[config.mk]
export PLATFORM = sky130hd
export DESIGN_NAME = cfg_port_decoder
export DESIGN_NICKNAME = d
export VERILOG_FILES = /design/src/rtl/cfg_pkg.sv /design/src/rtl/cfg_addr_latch.sv /design/src/rtl/cfg_access_check.sv /design/src/rtl/cfg_read_shaper.sv /design/src/rtl/cfg_port_decoder.sv
export SDC_FILE = /design/constraint.sdc
export NUM_CORES = 1
export LEC_CHECK = 0
export ABC_CLOCK_PERIOD_IN_PS = 11800
export CAP_MARGIN = 20
export CORE_AREA = 5 5 162 164
export CTS_CLUSTER_SIZE = 24
export DETAILED_ROUTE_END_ITERATION = 6
export DIE_AREA = 0 0 167 169
export GPL_ROUTABILITY_DRIVEN = 0
export PLACE_DENSITY = 0.84
export SLEW_MARGIN = 25
export SYNTH_ARGS = -nofsm -noshare
export SYNTH_HDL_FRONTEND = slang
export SYNTH_SLANG_ARGS = --single-unit
[constraint.sdc]
create_clock -name clk -period 11.8 [get_ports clk]
set_clock_uncertainty 0.15 [all_clocks]
set_input_delay 1.18 -clock clk [delete_from_list [all_inputs] [get_ports clk]]
set_output_delay 1.18 -clock clk [all_outputs]
set_load 0.02 [all_outputs]
[src/rtl/cfg_pkg.sv]
package cfg_pkg;
  localparam logic [15:0] ADDR_PORT  = 16'h0CF8;
  localparam logic [15:0] DATA_BASE  = 16'h0CFC;
  localparam logic [7:0]  HDR_OFF    = 8'h0E;
  localparam int          FUNCS      = 8;

  typedef struct packed {
    logic       en;
    logic [6:0] rsvd;
    logic [7:0] bus;
    logic [4:0] slot;
    logic [2:0] func;
    logic [7:0] off;
  } cfg_sel_t;

  function automatic logic [7:0] eff_offset(input logic [7:0] base, input logic [1:0] lane);
    return base + {6'd0, lane};
  endfunction

  function automatic logic legal_size(input logic [2:0] sz);
    return (sz == 3'd1) || (sz == 3'd2) || (sz == 3'd4);
  endfunction

  function automatic logic is_aligned(input logic [7:0] off, input logic [2:0] sz);
    return (off & {5'd0, sz - 3'd1}) == 8'd0;
  endfunction

  function automatic logic [31:0] size_mask(input logic [2:0] sz);
    case (sz)
      3'd1:    return 32'h0000_00FF;
      3'd2:    return 32'h0000_FFFF;
      default: return 32'hFFFF_FFFF;
    endcase
  endfunction

  function automatic logic [31:0] hdr_fix(input logic [31:0] d, input logic [7:0] off,
                                          input logic [2:0] sz, input logic mf);
    logic [8:0]  lo, hi;
    logic [7:0]  lane;
    logic [31:0] r;
    r    = d;
    lo   = {1'b0, off};
    hi   = {1'b0, off} + {6'd0, sz};
    lane = HDR_OFF - off;
    if ((lo <= {1'b0, HDR_OFF}) && ({1'b0, HDR_OFF} < hi))
      r[{lane[1:0], 3'd7}] = mf;
    return r;
  endfunction
endpackage

[src/rtl/cfg_addr_latch.sv]
module cfg_addr_latch
  import cfg_pkg::*;
(
  input  logic        clk,
  input  logic        rst_n,
  input  logic        load,
  input  logic [31:0] wdata,
  output cfg_sel_t    sel_q
);
  always_ff @(posedge clk) begin
    if (!rst_n)    sel_q <= '0;
    else if (load) sel_q <= cfg_sel_t'(wdata);
  end
endmodule

[src/rtl/cfg_access_check.sv]
module cfg_access_check
  import cfg_pkg::*;
#(
  parameter int NUM_SLOTS = 32
) (
  input  cfg_sel_t                     sel,
  input  logic [1:0]                   lane,
  input  logic [2:0]                   size,
  input  logic [NUM_SLOTS*FUNCS-1:0]   present,
  output logic [7:0]                   off,
  output logic                         acc_ok,
  output logic                         multi_fn
);
  logic [NUM_SLOTS-1:0] slot_multi;
  logic [NUM_SLOTS-1:0] slot_hit;
  logic                 fn_here;

  for (genvar s = 0; s < NUM_SLOTS; s++) begin : g_slot
    assign slot_multi[s] = $countones(present[s*FUNCS +: FUNCS]) > 1;
    assign slot_hit[s]   = (int'(sel.slot) == s) && present[s*FUNCS + int'(sel.func)];
  end

  always_comb begin
    off      = eff_offset(sel.off, lane);
    fn_here  = |slot_hit;
    multi_fn = 1'b0;
    for (int s = 0; s < NUM_SLOTS; s++)
      if (int'(sel.slot) == s) multi_fn = slot_multi[s];
    acc_ok   = fn_here && legal_size(size) && is_aligned(off, size);
  end
endmodule

[src/rtl/cfg_read_shaper.sv]
module cfg_read_shaper
  import cfg_pkg::*;
(
  input  logic [31:0] raw,
  input  logic [7:0]  off,
  input  logic [2:0]  size,
  input  logic        multi_fn,
  input  logic        acc_ok,
  output logic [31:0] shaped
);
  always_comb begin
    if (!acc_ok) shaped = '1;
    else         shaped = hdr_fix(raw & size_mask(size), off, size, multi_fn);
  end
endmodule

[src/rtl/cfg_port_decoder.sv]
module cfg_port_decoder
  import cfg_pkg::*;
#(
  parameter int NUM_SLOTS = 32
) (
  input  logic                       clk,
  input  logic                       rst_n,
  input  logic                       io_req,
  input  logic                       io_we,
  input  logic [15:0]                io_addr,
  input  logic [2:0]                 io_size,
  input  logic [31:0]                io_wdata,
  output logic                       io_rsp_valid,
  output logic [31:0]                io_rdata,
  input  logic [NUM_SLOTS*FUNCS-1:0] present,
  output logic                       cfg_req,
  output logic                       cfg_we,
  output logic [4:0]                 cfg_slot,
  output logic [2:0]                 cfg_func,
  output logic [7:0]                 cfg_off,
  output logic [2:0]                 cfg_size,
  output logic [31:0]                cfg_wdata,
  input  logic [31:0]                cfg_rdata
);
  cfg_sel_t    sel_q;
  logic        hit_addr, hit_data, claimed;
  logic        addr_load, acc_ok, multi_fn;
  logic [7:0]  off;
  logic [31:0] shaped, rdata_d;

  assign hit_addr  = io_addr == ADDR_PORT;
  assign hit_data  = io_addr[15:2] == DATA_BASE[15:2];
  assign claimed   = io_req && (hit_addr || hit_data);
  assign addr_load = io_req && hit_addr && io_we && (io_size == 3'd4);

  cfg_addr_latch u_latch (
    .clk(clk), .rst_n(rst_n), .load(addr_load), .wdata(io_wdata), .sel_q(sel_q)
  );

  cfg_access_check #(.NUM_SLOTS(NUM_SLOTS)) u_check (
    .sel(sel_q), .lane(io_addr[1:0]), .size(io_size), .present(present),
    .off(off), .acc_ok(acc_ok), .multi_fn(multi_fn)
  );

  cfg_read_shaper u_shape (
    .raw(cfg_rdata), .off(off), .size(io_size), .multi_fn(multi_fn),
    .acc_ok(acc_ok), .shaped(shaped)
  );

  assign cfg_req   = io_req && hit_data && acc_ok;
  assign cfg_we    = io_we;
  assign cfg_slot  = sel_q.slot;
  assign cfg_func  = sel_q.func;
  assign cfg_off   = off;
  assign cfg_size  = io_size;
  assign cfg_wdata = io_wdata;

  always_comb begin
    if (io_we)         rdata_d = '0;
    else if (hit_addr) rdata_d = '1;
    else               rdata_d = shaped;
  end

  always_ff @(posedge clk) begin
    if (!rst_n) begin
      io_rsp_valid <= 1'b0;
      io_rdata     <= '0;
    end else begin
      io_rsp_valid <= claimed;
      if (claimed) io_rdata <= rdata_d;
    end
  end
endmodule

Yosys cells after proc, flatten, opt, wreduce, memory -nomap -nowiden

Cells that the tools add are included.

Register bits after elaboration: 49
Logic and storage cells: 554
Output and inout port bits: 86

Mux-type cells: 136
Bitwise operators: 2
$lt $le $gt $ge: 68
Eq/ne operators: 36
Reduce and logical (&&, ||, !) cells: 48
$add $sub $neg: 259

Operators with widths:

| kind                 | number |
|---|---|
| $add 32x32->32       | 96 |
| $gt 32x2->1 const B  | 32 |
| $lt 32x10->1 const B | 31 |
| $add 1x1->2          | 128 |
| $bmux 1 s8           | 31 |
| $mux 32              | 5 |
| $add 8x3->9 const A  | 16 |
| $mux 1               | 96 |
| $eq 5x5->1 const B   | 16 |
| $add 7x3->8 const A  | 8 |
| $pmux 32 s2          | 1 |
| $logic_and 1x1->1    | 42 |
| $eq 5x4->1 const B   | 8 |
| $and 32x32->32       | 1 |
| $bwmux 32            | 1 |
| $reduce_or 32->1     | 1 |
| $add 6x3->7 const A  | 4 |
| $eq 5x3->1 const B   | 4 |
| $eq 16x12->1 const B | 1 |
| $eq 14x10->1 const B | 1 |
| $add 5x3->6 const A  | 2 |
| $eq 5x2->1 const B   | 2 |
| $add 8x3->9          | 1 |
| $lt 3x9->1 const B   | 1 |
| other kinds (18)     | 20 |

Depth between registers and ports, before layout

Gate-level depths: netlist of the first run.

Depth after elaboration: 41
Gate-level depth with buffers: 16
Mapped depth without buffers: 16

Modules after synthesis

Synthesis of the first run repeated with hierarchy kept, for this count alone.

Cell total of the unflattened synthesis: 1,309
Area total of the unflattened synthesis: 11,964.0 µm²

By module, submodules not included:

| module           | area an instance (µm²) | seq. area each (µm²) | cells each | instances |
|---|---|---|---|---|
| cfg_access_check | 8,599.5                | 0.0                  | 952        | 1 |
| cfg_port_decoder | 1,607.8                | 660.6                | 159        | 1 |
| cfg_addr_latch   | 1,243.7                | 640.6                | 103        | 1 |
| cfg_read_shaper  | 513.0                  | 0.0                  | 95         | 1 |

Least setup slack after synthesis of the first run

No wires, ideal clock.

Path kind: input-to-reg
Start point: in io_addr[0]
End point: reg io_rdata[23]
Stages on the path: 13
Slack: 6,983 ps
Buffers on the path: 1
Arrival time: 4,537 ps
Data required time: 11,520 ps
Cells stage by stage: ha_1 fa_1 clkbuf_1 inv_1 fa_1 nor2b_1 nor4_1 nand3_1 o211a_1 or4b_2 a32o_1 a31oi_1 a31oi_1

Word-level cells in the longest chain between the ends: 11
Elaborated cells on any way between the ends: 22
Classes of those cells: 3 x add/sub; 4 x order compare; 1 x eq/ne; 7 x mux; 1 x bitwise; 6 x reduce/logical

Ends and longest elaborated chain:

| element                                                               | line                   | RTL |
|---|---|---|
| start: declaration                                                    | cfg_port_decoder.sv:10 | `input logic [15:0] io_addr,` |
| $add 8x2->8 *                                                         | cfg_pkg.sv:17          | `return base + {6'd0, lane};` |
| net cfg_off[1]                                                        | cfg_port_decoder.sv:20 | `output logic [7:0] cfg_off,` |
| $sub 2x2->2                                                           | cfg_pkg.sv:44          | `lane = HDR_OFF - off;` |
| $lt 5x6->1 (implied by the code) / $ge 5x1->1 (equally long branches) | cfg_pkg.sv:46          | `r[{lane[1:0], 3'd7}] = mf;` |
| $logic_and 1x1->1 (implied by the code)                               | cfg_pkg.sv:46          |  |
| $mux 1 (implied by the code)                                          | cfg_pkg.sv:46          |  |
| $demux 1 s2                                                           | n/a                    |  |
| $bwmux 32                                                             | cfg_pkg.sv:46          |  |
| $mux 32                                                               | cfg_pkg.sv:45          | `if ((lo <= {1'b0, HDR_OFF}) && ({1'b0, HDR_OFF} < hi))` |
| $mux 32 *                                                             | cfg_read_shaper.sv:12  | `if (!acc_ok) shaped = '1;` |
| $mux 32 *                                                             | cfg_port_decoder.sv:60 | `else if (hit_addr) rdata_d = '1;` |
| $mux 32 *                                                             | cfg_port_decoder.sv:59 | `if (io_we) rdata_d = '0;` |
| end signal: assignment                                                | cfg_port_decoder.sv:70 | `if (claimed) io_rdata <= rdata_d;` |
| end: declaration                                                      | cfg_port_decoder.sv:14 | `output logic [31:0] io_rdata,` |

The timed path passes the listed nets; every way through them passes the cells marked *.
A chain may end at the register's enable or synchronous reset.

Worst setup path after layout of the first run

Start point: reg, netlist name u_latch.sel_q[8]
End point: out cfg_req

Word-level cells in the longest chain between the ends: 9
Elaborated cells on any way between the ends: 162
Classes of those cells: 31 x add/sub; 95 x mux; 36 x reduce/logical

Ends and longest elaborated chain:

| element                                   | line                   | RTL |
|---|---|---|
| $add 8x3->9, or another cell as far along | cfg_access_check.sv:20 | `assign slot_hit[s] = (int'(sel.slot) == s) && present[s*FUNCS + int'(sel.func)];` |
| $bmux 1 s8                                | cfg_access_check.sv:20 |  |
| $mux 1 (implied by the code) (2 in a row) | cfg_access_check.sv:20 |  |
| $logic_and 1x1->1                         | cfg_access_check.sv:20 |  |
| $reduce_or 32->1 *                        | cfg_access_check.sv:25 | `fn_here = \|slot_hit;` |
| $logic_and 1x1->1 * (2 in a row)          | cfg_access_check.sv:29 | `acc_ok = fn_here && legal_size(size) && is_aligned(off, size);` |
| $logic_and 1x1->1 *                       | cfg_port_decoder.sv:50 | `assign cfg_req = io_req && hit_data && acc_ok;` |
| end: declaration                          | cfg_port_decoder.sv:16 | `output logic cfg_req,` |

Mark *: on every way between the ends. The rest lies on a longest branch, timed or not. The select of a mux whose other input is x is not followed.

==> flow_summary.ini, run 1 <==
[timing]
finalHoldViolations = 0
setup_tns_ns = 0
maxSlewViolCount = 0
fmax_ghz = 0.164
worstMarginPinSlew_ns = 0.991
min_period_over_period = 0.516
slew_headroom = 0.337
rsz0062_at_grt = false
final-setup-viol-count = 0
period_needed_ns = 6.09

[setup_path]
critPathKind = register to output pin
max_stage_delay_ns = 0.83
cp_slowest_cell = dfxtp_4
cp_top_family = buffers and inverters
cp-end-kind = output pin
cp_cell_sequence = buf_4 > mux4_1 > a32o_1 > nand2_1 > o2111ai_1 > or4_4 > a2111oi_4 > nor4b_1 > clkdlybuf4s50_1
start_kind = register
cp.arrival_ns = 4.76
reg2reg_depth = 9
crit_buf_inv = 2
critical_path_depth = 9
cp.required_ns = 10.47
crit_path_max_fanout = 39

[placement]
post-dp-hpwl_um = 34700
dp_cells = 1781
place_area_um2 = 15300
port_buffers = 396

[hold_path]
hold_path.class = register to register
min_path_cells = 1

[clock_network]
clkLatencyLatePin_ns = 0.30
postCtsSetupRepairBufs = 0
root_buffer = clkbuf_16
clockBufferDepth = 2
ctsHoldBuffers = 0
cts-buffers-inserted = 5
clk_pin_slew_ns = 0.07
cts_resized = 0
cts_tree = yes
cts.sinks = 49
h-tree-depth = 2

[synth]
yosysMostFrequentCell = inv_1
synth_top_family_by_area = adder cells
ys.flop_type = dfxtp_1
yosysTopAreaCellShare = 0.229
synth_adder_area_share = 0.450
synth_xor_area_frac = 0.00385
ys_seq_elements = 49
async_flop_share = 0
synthSimpleGateAreaFrac = 0.107
synth.avg_cell_area_um2 = 10.0
synth.net_count = 1812
synth_compound_area_frac = 0.0816
synth.area.mux_share = 0.149
yosysTopAreaCell = fa_1
synth_warnings = 0
synthTopCellsByCount = 223 x inv_1, 202 x ha_1, 130 x fa_1
postSynthCellCount = 1137
synth.area.top_cells = fa_1 23%, ha_1 22%, mux4_2 10%
synth_edf_count = 0
yosysSeqAreaShare = 0.0861
mappedNetlistArea_um2 = 11400
synth_cell_types = 71

[floorplan]
die-area_um2 = 28200
start_util = 0.460
die_h_um = 169
core_um2 = 24700
ios = 429
die_w_um = 167
rows = 58

[route]
dr.pass1.iters = 5
vias_per_cell = 5.63
drc = 0
route.final.wire_length_um = 39200
drt_iter0_markers = 587
vias = 10100
wl_per_cell_um = 21.8
ant_nets = 0

[pwr]
p_per_area_nw_per_um2 = 57.3
total_power_mw = 0.884
peakVddDrop_mv = 0.0742
power_leakage_nw = 6.44

[global_route]
grt_remaining_overflow = 0
grt_pass1_vias = 11000
grtUsageTotal = 0.270
grt_max_degree = 45
antenna_found_initial = 6
grt_pass1_wl_um = 59500

[finish]
area_growth_pct = 35.7
design_area_um2 = 15400
instances_no_fill = 1794
final_util = 0.624
drive_above_1_share = 0.0576
fin_nets = 2133

[run]
maxCapViolations = 0

[run_status]
status = completed
worst paths after layout:
kind,startpoint,to,slack [ns]
worst max-delay path,u_latch.sel_q[8],cfg_req,5.71
worst min-delay path,io_rdata[5],io_rdata[5],0.33
worst max register to register,u_latch.sel_q[8],io_rdata[18],7.24
worst min register to register,io_rdata[5],io_rdata[5],0.33
worst register-to-register path, stage by stage (launching register included):
cell and delay [ns]:
dfxtp_4 0.83, buf_4 0.60, mux4_1 0.71, a32o_1 0.31, nand2_1 0.07, o2111ai_1 0.09
or4_4 0.44, a2111oi_4 0.67, o21ai_2 0.43, nand2_1 0.19
flip-flops by register name (all words and copies together) (netlist names):
name,cells
u_latch.sel_q,16
io_rdata,32
io_rsp_valid,1
cells in the final DEF (no fill, tap or decap), types with 11 or more instances in the layout:
master	instances
inv_1	223
mux2i_1	39
a31oi_1	14
dfxtp_1	46
fa_1	130
nor3_1	14
clkdlybuf4s50_1	396
nand3_1	26
o21ai_0	11
or3_1	11
a21oi_1	17
nand2_1	42
nand4_1	16
nor2_1	34
ha_1	202
a22oi_1	24
mux4_2	51
logic make-up after synthesis:
logic type | count (synthesis)
compound gates | 125
mux | 97
xor+xnor | 5
fa+ha+maj | 332
buf+inv | 314
flops | 49
simple gates | 215
through the flow:
step	hold slack (ns)	setup slack (ns)
global route	0.362	5.43
floorplan	0.315	6.98
CTS	0.334	5.64
finish	0.333	5.71
global placement	0.310	5.74
detailed placement	0.316	5.65
area by class of cell:
type / instances / area (um2)
antenna: 5 / 12.5
clock buffer: 5 / 125
clock inverter: 3 / 25.0
fill: 1985 / 9300
inverter: 224 / 841
multi-input combinational: 774 / 9020
sequential: 49 / 990
tap: 330 / 413
timing repair buffer: 404 / 4020
report_power, final:
group	switching, mW	total [mW]	internal (mW)
Clock	0.0699	0.150	0.0803
Sequential	0.00000302	0.165	0.165
Combinational	0.275	0.569	0.295
per-layer routing:
| layer | track usage | vias up | wire (um) |
|---|---|---|---|
| li1 | - | 4555 | - |
| met1 | 0.281 | 4865 | 13300 |
| met2 | 0.487 | 541 | 19800 |
| met3 | 0.0668 | 131 | 3400 |
| met4 | 0.171 | 0 | 2710 |
| met5 | 0 | - | 0 |
No activity file was read; power rests on OpenSTA's default activity.
==> run 2, diff against run 1 <==
Settings changed: ABC_CLOCK_PERIOD_IN_PS 11800 to 5000, CORE_AREA 5 5 162 164 to unset, CORE_MARGIN set to 5, CORE_UTILIZATION set to 42, DIE_AREA 0 0 167 169 to unset, PLACE_DENSITY 0.84 to 0.8.
Clock period 11.8 ns to 5 ns, I/O delays scaled along.
==> run 2 against run 1 <==
  * Clock power rose by 130%
  * Sequential power increased by 140%
  * Sequential cell count unchanged
  * Worst hold slack worse by 0.0018 ns
  * Setup slack worse by 5.4 ns
  * Non-clock buffer count increased by 19
  * Combinational power up 140%
  * Cell count is 1.5% higher
  * Clock-buffer cell count is the same
  * First-iteration DRC count decreased by 8.2%
  * Critical path type is now input pin to register
  * Largest power group unchanged
==> flow_summary.ini, run 2 (synthesis gave the netlist of run 1 again) <==
[run_status]
status = completed

[setup_path]
cp-end-kind = register
r2r-end = io_rdata[23]
critPathKind = input pin to register
crit_path_max_fanout = 2
cp_slowest_cell = fa_1
start_kind = input pin
cp_cell_sequence = clkdlybuf4s50_1 > ha_1 > inv_1 > fa_1 > inv_1 > fa_1 > ha_1 > inv_1 > fa_1 > nor4bb_1 > buf_4 > o21ai_0 > o21ai_0 > a211oi_1 > nor4_1 > buf_4 > nor2_1 > a41oi_1 > a31oi_1
cp.required_ns = 5.01
max_stage_delay_ns = 0.54
cp.arrival_ns = 4.69
r2r_start = u_latch.sel_q[0]
reg2reg_depth = 12
r2r_slack_ns = 1.22

[global_route]
antenna_found_initial = 4
grt_pass1_vias = 10800
grt_remaining_overflow = 0
grt_pass1_wl_um = 59500
grt_max_degree = 36
grtUsageTotal = 0.249

[clock_network]
cts-buffers-inserted = 5
clkLatencyLatePin_ns = 0.29
h-tree-depth = 2
cts.sinks = 49
clockBufferDepth = 2
root_buffer = clkbuf_16
clk_pin_slew_ns = 0.07
cts_tree = yes

[floorplan]
ios = 429
die-area_um2 = 30500
start_util = 0.425
die_h_um = 175
core_um2 = 26800
die_w_um = 175
rows = 60

[route]
dr.pass1.iters = 5
vias = 10100
drt_iter0_markers = 539
route.final.wire_length_um = 39700
drc = 0
vias_per_cell = 5.52
ant_nets = 0
wl_per_cell_um = 21.8

[pwr]
power_leakage_nw = 6.55
p_per_area_nw_per_um2 = 134
peakVddDrop_mv = 0.120

[timing]
min_period_over_period = 0.935
rsz0062_at_grt = false
fmax_ghz = 0.214
worstMarginPinSlew_ns = 1.05
maxSlewViolCount = 0
setup_tns_ns = 0
period_needed_ns = 4.68
slew_headroom = 0.295
finalHoldViolations = 0
final-setup-viol-count = 0

[finish]
final_util = 0.583
drive_above_1_share = 0.0697
reg_top3 = io_rdata (32), u_latch.sel_q (16), io_rsp_valid (1)
largest_register_ffs = 32
mostFrequentLayoutCells = 396 x clkdlybuf4s50_1, 223 x inv_1, 202 x ha_1
layout_commonest_cell = clkdlybuf4s50_1
fin_nets = 2152
largest-register = io_rdata
area_growth_pct = 37.3

[hold_path]
hold_start = io_rdata[18]
hold_path.class = register to register
min_path_cells = 2
hold_path_end = io_rdata[18]

[run]
maxCapViolations = 0

[placement]
post-dp-hpwl_um = 35400
port_buffers = 396
==> run 2: changes by cell type in the layout (fill, tap and decap cells not counted) <==
cell | previous run | this run
buf_4 | 8 | 24
buf_12 | 0 | 3
diode_2 | 5 | 2
==> run 2: worst max-delay path, delay by kind of cell <==
kind / cells / cell delay [ns]
buffers and inverters: 6 / 1.03
and+or+nand+nor: 3 / 0.67
adders and majority gates: 5 / 1.83
AOI/OAI and AO/OA: 5 / 0.66
==> run 2: worst max-delay path by stage <==
stage                                 from      endpoint  slack (ns)  cells after the start
after floorplan                 io_addr[0]  io_rdata[23]        0.86                     13
after global placement         present[38]   io_rdata[7]        0.19                     19
after detailed placement       present[39]   io_rdata[7]        0.04                     19
after CTS                 u_latch.sel_q[8]       cfg_req        0.31                      8
after global routing           present[39]  io_rdata[31]        0.06                     19
final                          present[38]  io_rdata[15]        0.32                     19
==> run 2: metrics by stage <==
stage | setup slack [ns] | instance area (um2) | instances | hold WS, ns | total power [mW]
final | 0.324 | 15600 | 1821 | 0.331 | 2.10
after floorplan | 0.863 | 11400 | 1137 | 0.315 | 1.19
after global routing | 0.0609 | 15600 | 1821 | 0.352 | 2.31
after global placement | 0.189 | 15500 | 1810 | 0.311 | 1.70
after CTS | 0.309 | 15600 | 1818 | 0.332 | 2.12
after detailed placement | 0.0426 | 15500 | 1810 | 0.315 | 1.78
==> run 2: routing by layer <==
layer | up-vias | wire (um) | GRT usage | share of wire
met5 | - | 0 | 0 | 0
met4 | 0 | 2020 | 0.118 | 0.051
met3 | 92 | 3210 | 0.0578 | 0.081
met2 | 487 | 20500 | 0.463 | 0.51
met1 | 4870 | 14000 | 0.267 | 0.35
li1 | 4602 | - | - | -
==> run 2: power breakdown <==
part           leakage, nW  switching [mW]  internal, mW  total [mW]
Sequential           0.397      0.00000813         0.389       0.389
Clock               0.0723           0.157         0.189       0.346
Combinational         6.08           0.647         0.714        1.36
==> run 2: layout make-up <==
class                           count  area (um2)
Sequential cell                    49         990
Antenna cell                        2        5.00
Fill cell                        2269       11200
Clock inverter                      3        25.0
Timing Repair Buffer              423        4200
Clock buffer                        5         125
Tap cell                          341         427
Multi-Input combinational cell    774        9020
Inverter                          224         841
==> run 2: timing repair <==
item	CTS	global route
endpoints found under the setup margin	0	1
buffers inserted	0	1
gates resized for setup	0	0
hold buffers	0	0
